--- config.mk ---
export PLATFORM = sky130hd
export DESIGN_NAME = bkup_supply_sel
export DESIGN_NICKNAME = d
export VERILOG_FILES = /design/src/rtl/bss_pkg.sv /design/src/rtl/bss_sync.sv /design/src/rtl/bss_policy.sv /design/src/rtl/bss_sequencer.sv /design/src/rtl/bkup_supply_sel.sv
export SDC_FILE = /design/constraint.sdc
export NUM_CORES = 1
export LEC_CHECK = 0
export ABC_AREA = 1
export BUFFER_PORTS_ARGS = -buffer_cell sky130_fd_sc_hd__buf_4
export CORE_AREA = 2 2 39 41
export CTS_CLUSTER_DIAMETER = 100
export DETAILED_ROUTE_END_ITERATION = 8
export DIE_AREA = 0 0 41 43
export PLACE_DENSITY = 0.68
export SYNTH_ARGS = -nofsm -noshare
export SYNTH_HDL_FRONTEND = slang
export SYNTH_SLANG_ARGS = --single-unit
--- constraint.sdc ---
create_clock -name clk_i -period 1.4 [get_ports clk_i]
set_clock_uncertainty 0.05 [all_clocks]
set_input_delay 0.28 -clock clk_i [delete_from_list [all_inputs] [get_ports clk_i]]
set_output_delay 0.28 -clock clk_i [all_outputs]
set_load 0.05 [all_outputs]
--- src/rtl/bss_pkg.sv ---
package bss_pkg;

   typedef enum logic [2:0] {
      ST_START = 3'd0,
      ST_MAIN  = 3'd1,
      ST_GAP_B = 3'd2,
      ST_BAT   = 3'd3,
      ST_GAP_M = 3'd4
   } sel_state_e;

   localparam int unsigned FLAG_OK  = 0;
   localparam int unsigned FLAG_GT  = 1;
   localparam int unsigned FLAG_LOW = 2;
   localparam int unsigned N_FLAGS  = 3;

endpackage

--- src/rtl/bss_sync.sv ---
module bss_sync #(
   parameter int unsigned WIDTH  = 3,
   parameter int unsigned STAGES = 2
) (
   input  logic             clk_i,
   input  logic             rst_ni,
   input  logic [WIDTH-1:0] d_i,
   output logic [WIDTH-1:0] q_o
);

   logic [WIDTH-1:0] stg_q [STAGES];

   for (genvar g = 0; g < STAGES; g++) begin : g_stage
      if (g == 0) begin : g_first
         always_ff @(posedge clk_i) begin
            if (!rst_ni) stg_q[g] <= '0;
            else         stg_q[g] <= d_i;
         end
      end else begin : g_next
         always_ff @(posedge clk_i) begin
            if (!rst_ni) stg_q[g] <= '0;
            else         stg_q[g] <= stg_q[g-1];
         end
      end
   end

   assign q_o = stg_q[STAGES-1];

endmodule

--- src/rtl/bss_policy.sv ---
module bss_policy #(
   parameter bit LOWBAT_OVERRIDE = 1'b1
) (
   input  logic main_ok_i,
   input  logic main_over_bat_i,
   input  logic bat_low_i,
   output logic want_bat_o
);

   // Battery is only a candidate while it is above the main supply.
   logic bat_higher;
   assign bat_higher = !main_over_bat_i;

   if (LOWBAT_OVERRIDE) begin : g_override
      assign want_bat_o = bat_higher && (!main_ok_i || bat_low_i);
   end else begin : g_plain
      logic unused_low;
      assign unused_low = bat_low_i;
      assign want_bat_o = bat_higher && !main_ok_i;
   end

endmodule

--- src/rtl/bss_sequencer.sv ---
module bss_sequencer
   import bss_pkg::*;
#(
   parameter int unsigned SYNC_STAGES = 2,
   parameter int unsigned GAP_CYCLES  = 1
) (
   input  logic clk_i,
   input  logic rst_ni,
   input  logic want_bat_i,
   output logic en_main_o,
   output logic en_bat_o,
   output logic on_bat_o
);

   localparam int unsigned CNT_MAX = (SYNC_STAGES > GAP_CYCLES) ? SYNC_STAGES : GAP_CYCLES;
   localparam int unsigned CW      = $clog2(CNT_MAX + 1);
   localparam logic [CW-1:0] GAP_LAST   = CW'(GAP_CYCLES - 1);
   localparam logic [CW-1:0] START_LAST = CW'(SYNC_STAGES);

   sel_state_e    st_q, st_d;
   logic [CW-1:0] cnt_q, cnt_d;
   logic          en_main_q, en_bat_q;

   always_comb begin
      st_d  = st_q;
      cnt_d = cnt_q;
      unique case (st_q)
         ST_START: begin
            if (cnt_q == START_LAST) begin
               st_d  = want_bat_i ? ST_BAT : ST_MAIN;
               cnt_d = '0;
            end else begin
               cnt_d = cnt_q + 1'b1;
            end
         end
         ST_MAIN: begin
            if (want_bat_i) begin
               st_d  = ST_GAP_B;
               cnt_d = '0;
            end
         end
         ST_GAP_B: begin
            if (cnt_q == GAP_LAST) begin
               st_d  = ST_BAT;
               cnt_d = '0;
            end else begin
               cnt_d = cnt_q + 1'b1;
            end
         end
         ST_BAT: begin
            if (!want_bat_i) begin
               st_d  = ST_GAP_M;
               cnt_d = '0;
            end
         end
         ST_GAP_M: begin
            if (cnt_q == GAP_LAST) begin
               st_d  = ST_MAIN;
               cnt_d = '0;
            end else begin
               cnt_d = cnt_q + 1'b1;
            end
         end
         default: begin
            st_d  = ST_START;
            cnt_d = '0;
         end
      endcase
   end

   always_ff @(posedge clk_i) begin
      if (!rst_ni) begin
         st_q      <= ST_START;
         cnt_q     <= '0;
         en_main_q <= 1'b0;
         en_bat_q  <= 1'b0;
      end else begin
         st_q      <= st_d;
         cnt_q     <= cnt_d;
         en_main_q <= (st_d == ST_MAIN);
         en_bat_q  <= (st_d == ST_BAT);
      end
   end

   assign en_main_o = en_main_q;
   assign en_bat_o  = en_bat_q;
   assign on_bat_o  = (st_q == ST_BAT);

   a_r9_quiet_start: assert property (@(posedge clk_i) disable iff (!rst_ni)
      (st_q == ST_START) |-> (!en_main_q && !en_bat_q));

   a_r7_bat_after_gap: assert property (@(posedge clk_i) disable iff (!rst_ni)
      $rose(en_bat_q) |-> $past(!en_main_q));

   a_r7_main_after_gap: assert property (@(posedge clk_i) disable iff (!rst_ni)
      $rose(en_main_q) |-> $past(!en_bat_q));

   a_r7_main_off_first: assert property (@(posedge clk_i) disable iff (!rst_ni)
      $fell(en_main_q) |-> !en_bat_q);

   a_r8_gap_completes: assert property (@(posedge clk_i) disable iff (!rst_ni)
      (st_q == ST_GAP_B && cnt_q == GAP_LAST) |=> en_bat_q);

endmodule

--- src/rtl/bkup_supply_sel.sv ---
module bkup_supply_sel
   import bss_pkg::*;
#(
   parameter int unsigned SYNC_STAGES     = 2,
   parameter int unsigned GAP_CYCLES      = 1,
   parameter bit          LOWBAT_OVERRIDE = 1'b1
) (
   input  logic clk_i,
   input  logic rst_ni,
   input  logic main_ok_i,
   input  logic main_over_bat_i,
   input  logic bat_low_i,
   output logic en_main_o,
   output logic en_bat_o,
   output logic on_bat_o
);

   if (SYNC_STAGES < 2) begin : g_bad_sync
      $error("SYNC_STAGES must be at least 2");
   end
   if (GAP_CYCLES < 1) begin : g_bad_gap
      $error("GAP_CYCLES must be at least 1");
   end

   logic [N_FLAGS-1:0] flags_raw, flags_s;
   logic               want_bat;

   assign flags_raw[FLAG_OK]  = main_ok_i;
   assign flags_raw[FLAG_GT]  = main_over_bat_i;
   assign flags_raw[FLAG_LOW] = bat_low_i;

   bss_sync #(.WIDTH(N_FLAGS), .STAGES(SYNC_STAGES)) u_sync (
      .clk_i  (clk_i),
      .rst_ni (rst_ni),
      .d_i    (flags_raw),
      .q_o    (flags_s)
   );

   bss_policy #(.LOWBAT_OVERRIDE(LOWBAT_OVERRIDE)) u_policy (
      .main_ok_i       (flags_s[FLAG_OK]),
      .main_over_bat_i (flags_s[FLAG_GT]),
      .bat_low_i       (flags_s[FLAG_LOW]),
      .want_bat_o      (want_bat)
   );

   bss_sequencer #(.SYNC_STAGES(SYNC_STAGES), .GAP_CYCLES(GAP_CYCLES)) u_seq (
      .clk_i      (clk_i),
      .rst_ni     (rst_ni),
      .want_bat_i (want_bat),
      .en_main_o  (en_main_o),
      .en_bat_o   (en_bat_o),
      .on_bat_o   (on_bat_o)
   );

   a_r6_exclusive: assert property (@(posedge clk_i) disable iff (!rst_ni)
      $onehot0({en_main_o, en_bat_o}));

   a_r10_status_tracks: assert property (@(posedge clk_i) disable iff (!rst_ni)
      on_bat_o |-> en_bat_o);

   a_r2_hold_main: assert property (@(posedge clk_i) disable iff (!rst_ni)
      (en_main_o && flags_s[FLAG_OK] && !flags_s[FLAG_LOW]) |=> !en_bat_o);

endmodule

==> metrics.txt, run 1 <==
status=completed; Iter 0 DRT Violations=10; Avg Cell Area, Syn=7.52 um^2; Net Count, Synth=92; Cells after DPL=104; r2r endpoint=u_seq.cnt_q[1]; fin crit period=1.34 ns; most common cell after layout, fill and taps aside=nand2_1; clock tree buffer depth=2; CTS tree=done; Synth top area share=42.2%; routed via count=481; Logic pwr share=35.1%; hpwl dp=747 um; adder-cell share of the synthesized area=10.1%; Yosys warning count=0; Synth area leader=dfxtp_1; Leak=0.395 nW; Setup TNS Final=0 ns; xor and xnor area share after synthesis=0%; clk_lat worst skew=0.28 ns; CTS buffer count=3; CP required=1.07 ns; drt pass-1 iters=4; crit path capture type=output pin; hold buffer count at CTS=0; class of the worst hold path=in -> reg; initial antenna violation count=0; first-pass GRT wire length=1.55 mm; total track usage=13.2%; CP max FO=5; most frequent cells in the layout=nand2_1, inv_1, dfxtp_1, nor2_1, buf_4; Clock Tree Root=clkbuf_4; Hold EP=u_sync.stg_q[0][2]; final hold vios=0; Final ANT Viol Nets=0; Yosys reg bits=13; r2r setup slk=0.24 ns; Routed WL per cell=8.93 um; sequential fraction of design power=43.8%; Initial Util=44.6%; cell area after synthesis=617 um^2; period utilisation layout=95.7%; Clock Sinks=13; Crit Path Class=reg -> out; relative slew slack=84.4%; vias in the first global route=417; Setup-failing EPs final=0; num ports=8; largest net degree at the start of global routing=11; Die Ht=43 um; Vias/cell=4.45; CP Launch Point=u_seq.st_q[2]; H-tree Lvls=1; main combinational cell family by area after synthesis=simple AND/OR/NAND/NOR gates; Area contributors post-synth=dfxtp_1, nand2_1, ha_1; Netlist cell types=16; final non-filler cell total=108; clk slew on worst S/H paths=0.08 ns; Horiz. Die Dim=41 um; Sw Ratio=37.5%; Clk pwr share=21.0%; pwr dens=1480 nW/um^2; unrepaired setup endpoints after global routing=false; layout cells sized above 1=30.4%; Post-Synthesis Cells=82; post-synthesis simple-gate area fraction=34.3%; DRC Markers=0; compound-cell area share of the yosys netlist=2.43%; PortBufs=7; Reg-to-Reg Start=u_seq.cnt_q[0]; register area share after synthesis=42.2%; net switching power=0.000407 W; WL final=964 um; Final Max Tran Viols=0; Area Growth Syn to Fin=18.9%; Critical Path AT=1.01 ns; CP startpoint kind=flop; peak supply drop=747 uV; Slew @ Worst Pin=0.233 ns; maximum capacitance violations=0; grt total ovfl=0; worst reg-to-reg path cell count=6; Max Freq=0.746 GHz; min-delay src=bat_low_i; Fin Hold WS=0.124 ns; Final GP Congestion=0.831; Ant. Diodes=0; hold path depth=3; post-synthesis mux area share=0%; row count=14; fin nets=103; CORE AREA=1380 um^2; internal power=0.000679 W; die area=1760 um^2
synth_stat cells:
master     n
nand3_1    3
dfxtp_1   13
inv_2      4
nand3b_1   1
a21oi_1    1
ha_1       5
nand2_2    4
o21ai_0    2
nor3_2     1
nand3_2    3
nand2_1   21
inv_1     13
nor2_2     2
clkbuf_1   1
nand4_1    1
nor2_1     7
kinds of logic (layout without fill, tap and decap cells):
logic type,Yosys count,after routing
and+or+nand+nor,43,43
DFF,13,13
AOI/OAI and AO/OA,3,3
adders and majority gates,5,5
buffers and inverters,18,28
layout make-up:
| cell class | instances | area, um^2 |
|---|---|---|
| sequential | 13 | 264 |
| tap | 16 | 20.0 |
| clock buffer | 4 | 26.3 |
| fill | 143 | 651 |
| multi-input combinational | 51 | 297 |
| timing repair buffer | 7 | 60.1 |
| inverter | 17 | 66.3 |
registers in the layout, indices dropped and copies added, names as in the netlist:
name,cells
u_seq.en_main_o,1
u_seq.en_bat_o,1
u_seq.cnt_q,2
u_seq.st_q,3
u_sync.stg_q,6
worst max-delay path, cell delays in order, from the launching register on:
cell and delay (ns):
dfxtp_2 0.36, inv_4 0.08, nand3_4 0.07, inv_2 0.08, buf_8 0.14
power groups by stage:
stage	Sequential (W)	Clock, W	Combinational [W]
global route	0.000484	0.000250	0.000431
global placement	0.000472	0	0.000370
floorplan	0.000509	0	0.000257
finish	0.000476	0.000228	0.000381
detailed placement	0.000477	0	0.000376
CTS	0.000472	0.000236	0.000380
worst max-delay path by stage:
stage	end	slack, ns	cells after the start
2_1_floorplan	on_bat_o	0.22	2
3_3_place_gp	u_seq.en_main_o	0.27	7
3_5_place_dp	on_bat_o	0.22	3
4_1_cts	on_bat_o	0.006	4
5_1_grt	on_bat_o	0.01	3
6_report	on_bat_o	0.06	4
through the flow:
| stage | utilization [%] | instance area (um^2) | total power (W) | setup slack, ns |
|---|---|---|---|---|
| 4_1_cts | 52.0 | 719 | 0.00109 | 0.00630 |
| 2_1_floorplan | - | 617 | 0.000766 | 0.217 |
| 3_5_place_dp | 49.5 | 686 | 0.000853 | 0.221 |
| 6_report | 53.0 | 733 | 0.00109 | 0.0604 |
| 5_1_grt | 53.0 | 733 | 0.00117 | 0.0120 |
| 3_3_place_gp | 49.5 | 686 | 0.000843 | 0.272 |
layer usage:
metal	share of wire, %	vias up	GRT usage, %
li1	-	264	-
met1	49	204	14.8
met2	45	10	20.3
met3	3.7	3	4.71
met4	2.2	0	8.00
met5	0	-	0
what timing repair did:
action,CTS,global route
setup endpoints to repair,1,1
pin swaps,0,0
resized for setup,4,4
setup buffers,0,0
Power figures use the tool's default switching activity.
==> run 2: changes to the inputs <==
Settings changed: CELL_PAD_IN_SITES_DETAIL_PLACEMENT set to 1, CELL_PAD_IN_SITES_GLOBAL_PLACEMENT set to 2, CORE_AREA 2 2 39 41 to not set, CORE_ASPECT_RATIO set to 0.8, CORE_MARGIN set to 2, CORE_UTILIZATION set to 32, DIE_AREA 0 0 41 43 to not set, GPL_TIMING_DRIVEN set to 1, PLACE_DENSITY 0.68 to 0.79.
Clock period 1.4 ns to 1.6 ns, I/O delays scaled along.
==> metrics.txt, run 2 (synthesis results as in run 1) <==
CP startpoint kind=flop; Area Growth Syn to Fin=17.2%; most common cell after layout, fill and taps aside=nand2_1; die area=2300 um^2 (+30%); largest net degree at the start of global routing=11 (unchanged); total track usage=12.3% (-0.99 points); status=completed; Ant. Diodes=0 (unchanged); hold buffer count at CTS=0 (unchanged); clock tree buffer depth=2 (unchanged); Final Max Tran Viols=0 (unchanged); first-pass GRT wire length=1.99 mm (+29%); Sw Ratio=37.3% (-0.18 points); final hold vios=0 (unchanged); Routed WL per cell=9.66 um (+8.3%); fin nets=103 (unchanged); internal power=0.000588 W (-13%); Reg-to-Reg Start=u_seq.cnt_q[0]; hpwl dp=949 um (+27%); Final ANT Viol Nets=0 (unchanged); Initial Util=33.2% (-11 points); Post-CTS Setup Bufs=0 (unchanged); crit path capture type=output pin; pwr dens=1300 nW/um^2 (-12%); CP required=1.23 ns (+0.16 ns); Critical Path AT=1.14 ns (+0.13 ns); Max Freq=0.662 GHz; vias in the first global route=490 (+18%); Leak=0.393 nW (-0.39%); Setup TNS Final=0 ns (unchanged); DRC Markers=0 (unchanged); CP top delay family=flip-flops; CORE AREA=1860 um^2 (+34%); layout cells sized above 1=27.2% (-3.3 points); maximum capacitance violations=0 (unchanged); net switching power=0.000350 W (-14%); H-tree Lvls=1 (unchanged); Final GP Congestion=0.847 (+1.9%); peak supply drop=438 uV (-41%); clk slew on worst S/H paths=0.07 ns (about the same); CTS buffer count=3 (unchanged); row count=14 (unchanged); Horiz. Die Dim=53.1 um (+29%); Core Util, Final=38.9% (-14 points); routed via count=493 (+2.5%); Setup-failing EPs final=0 (unchanged); Clock Tree Root=clkbuf_4; Top reg by flops=u_sync.stg_q; grt total ovfl=0 (unchanged); unrepaired setup endpoints after global routing=false; period utilisation layout=94.4%; Fin Hold WS=0.180 ns (+0.0563 ns); Die Ht=43.3 um (+0.63%); drt pass-1 iters=4 (unchanged); class of the worst hold path=in -> reg; CP bufs+invs=2 (-1); Iter 0 DRT Violations=3 (-7); CP Cell Sequence=nand3_2 > inv_1 > buf_4; WL final=1.12 mm (+16%); Logic pwr share=35.6% (+0.5 points); CP Launch Point=u_seq.st_q[1]; CTS tree=done; Clk pwr share=20.3% (-0.7 points); fin crit period=1.51 ns; min-delay src=bat_low_i; relative slew slack=84.4% (about the same); most frequent cells in the layout=nand2_1, inv_1, dfxtp_1, nor2_1, buf_4; CP max FO=5 (unchanged); Clock Sinks=13 (unchanged); PortBufs=7 (unchanged); Slew @ Worst Pin=0.233 ns (-0.0000268 ns); Vias/cell=4.25 (-4.6%); PostCTS Resize Cnt=0 (-4); sequential fraction of design power=44.1% (+0.3 points); max reg flops=6 (unchanged); CP max stage cell=dfxtp_1; Crit Path Class=reg -> out; crit-path max cell delay=0.45 ns (+0.09 ns); num ports=8 (unchanged); biggest regs=u_sync.stg_q: 6 flops, u_seq.st_q: 3 flops, u_seq.cnt_q: 2 flops; clk_lat worst skew=0.26 ns (-0.02 ns); initial antenna violation count=0 (unchanged)
## run 2: cell counts in the layout (fill, tap and decap cells not counted)
No cell type changed its count.
## run 2: per-stage QoR
| step | power, W | setup slack [ns] | std cells | area (um^2) |
|---|---|---|---|---|
| after floorplan | 0.000670 | 0.377 | 82 | 617 |
| after global placement | 0.000750 | 0.410 | 112 | 696 |
| after detailed placement | 0.000758 | 0.353 | 112 | 696 |
| after CTS | 0.000956 | 0.0491 | 116 | 722 |
| after global routing | 0.00102 | 0.0416 | 116 | 723 |
| final | 0.000938 | 0.0899 | 116 | 723 |
## run 2: worst register-to-register path: cells and delay by family, from the launching register on
kind | cells | cell delay, ns
simple gates | 4 | 0.26
buf+inv | 1 | 0.10
fa+ha+maj | 1 | 0.30
flops | 1 | 0.37
## run 2: worst paths after layout
check,slack [ns],depth (start not counted),endpoint
min,0.18,3,u_sync.stg_q[0][2]
min reg2reg,0.37,2,u_sync.stg_q[1][2]
max,0.09,3,on_bat_o
max reg2reg,0.40,6,u_seq.cnt_q[1]
## run 2: layout make-up
| type | instances | area (um^2) |
|---|---|---|
| Fill cell | 251 | 1130 |
| Multi-Input combinational cell | 51 | 289 |
| Sequential cell | 13 | 262 |
| Inverter | 17 | 63.8 |
| Timing Repair Buffer | 7 | 52.6 |
| Tap cell | 24 | 30.0 |
| Clock buffer | 4 | 26.3 |
## run 2: power by group through the flow
stage | Clock [W] | Combinational, W | Sequential, W
6_report | 0.000191 | 0.000334 | 0.000414
3_3_place_gp | 0 | 0.000335 | 0.000415
4_1_cts | 0.000203 | 0.000341 | 0.000413
2_1_floorplan | 0 | 0.000225 | 0.000446
5_1_grt | 0.000216 | 0.000388 | 0.000421
3_5_place_dp | 0 | 0.000338 | 0.000421
## run 2: layer usage
layer	GRT usage (%)	wire length, um
met5	0	0
met4	6.15	10
met3	3.17	30
met2	19.0	514
met1	15.5	565
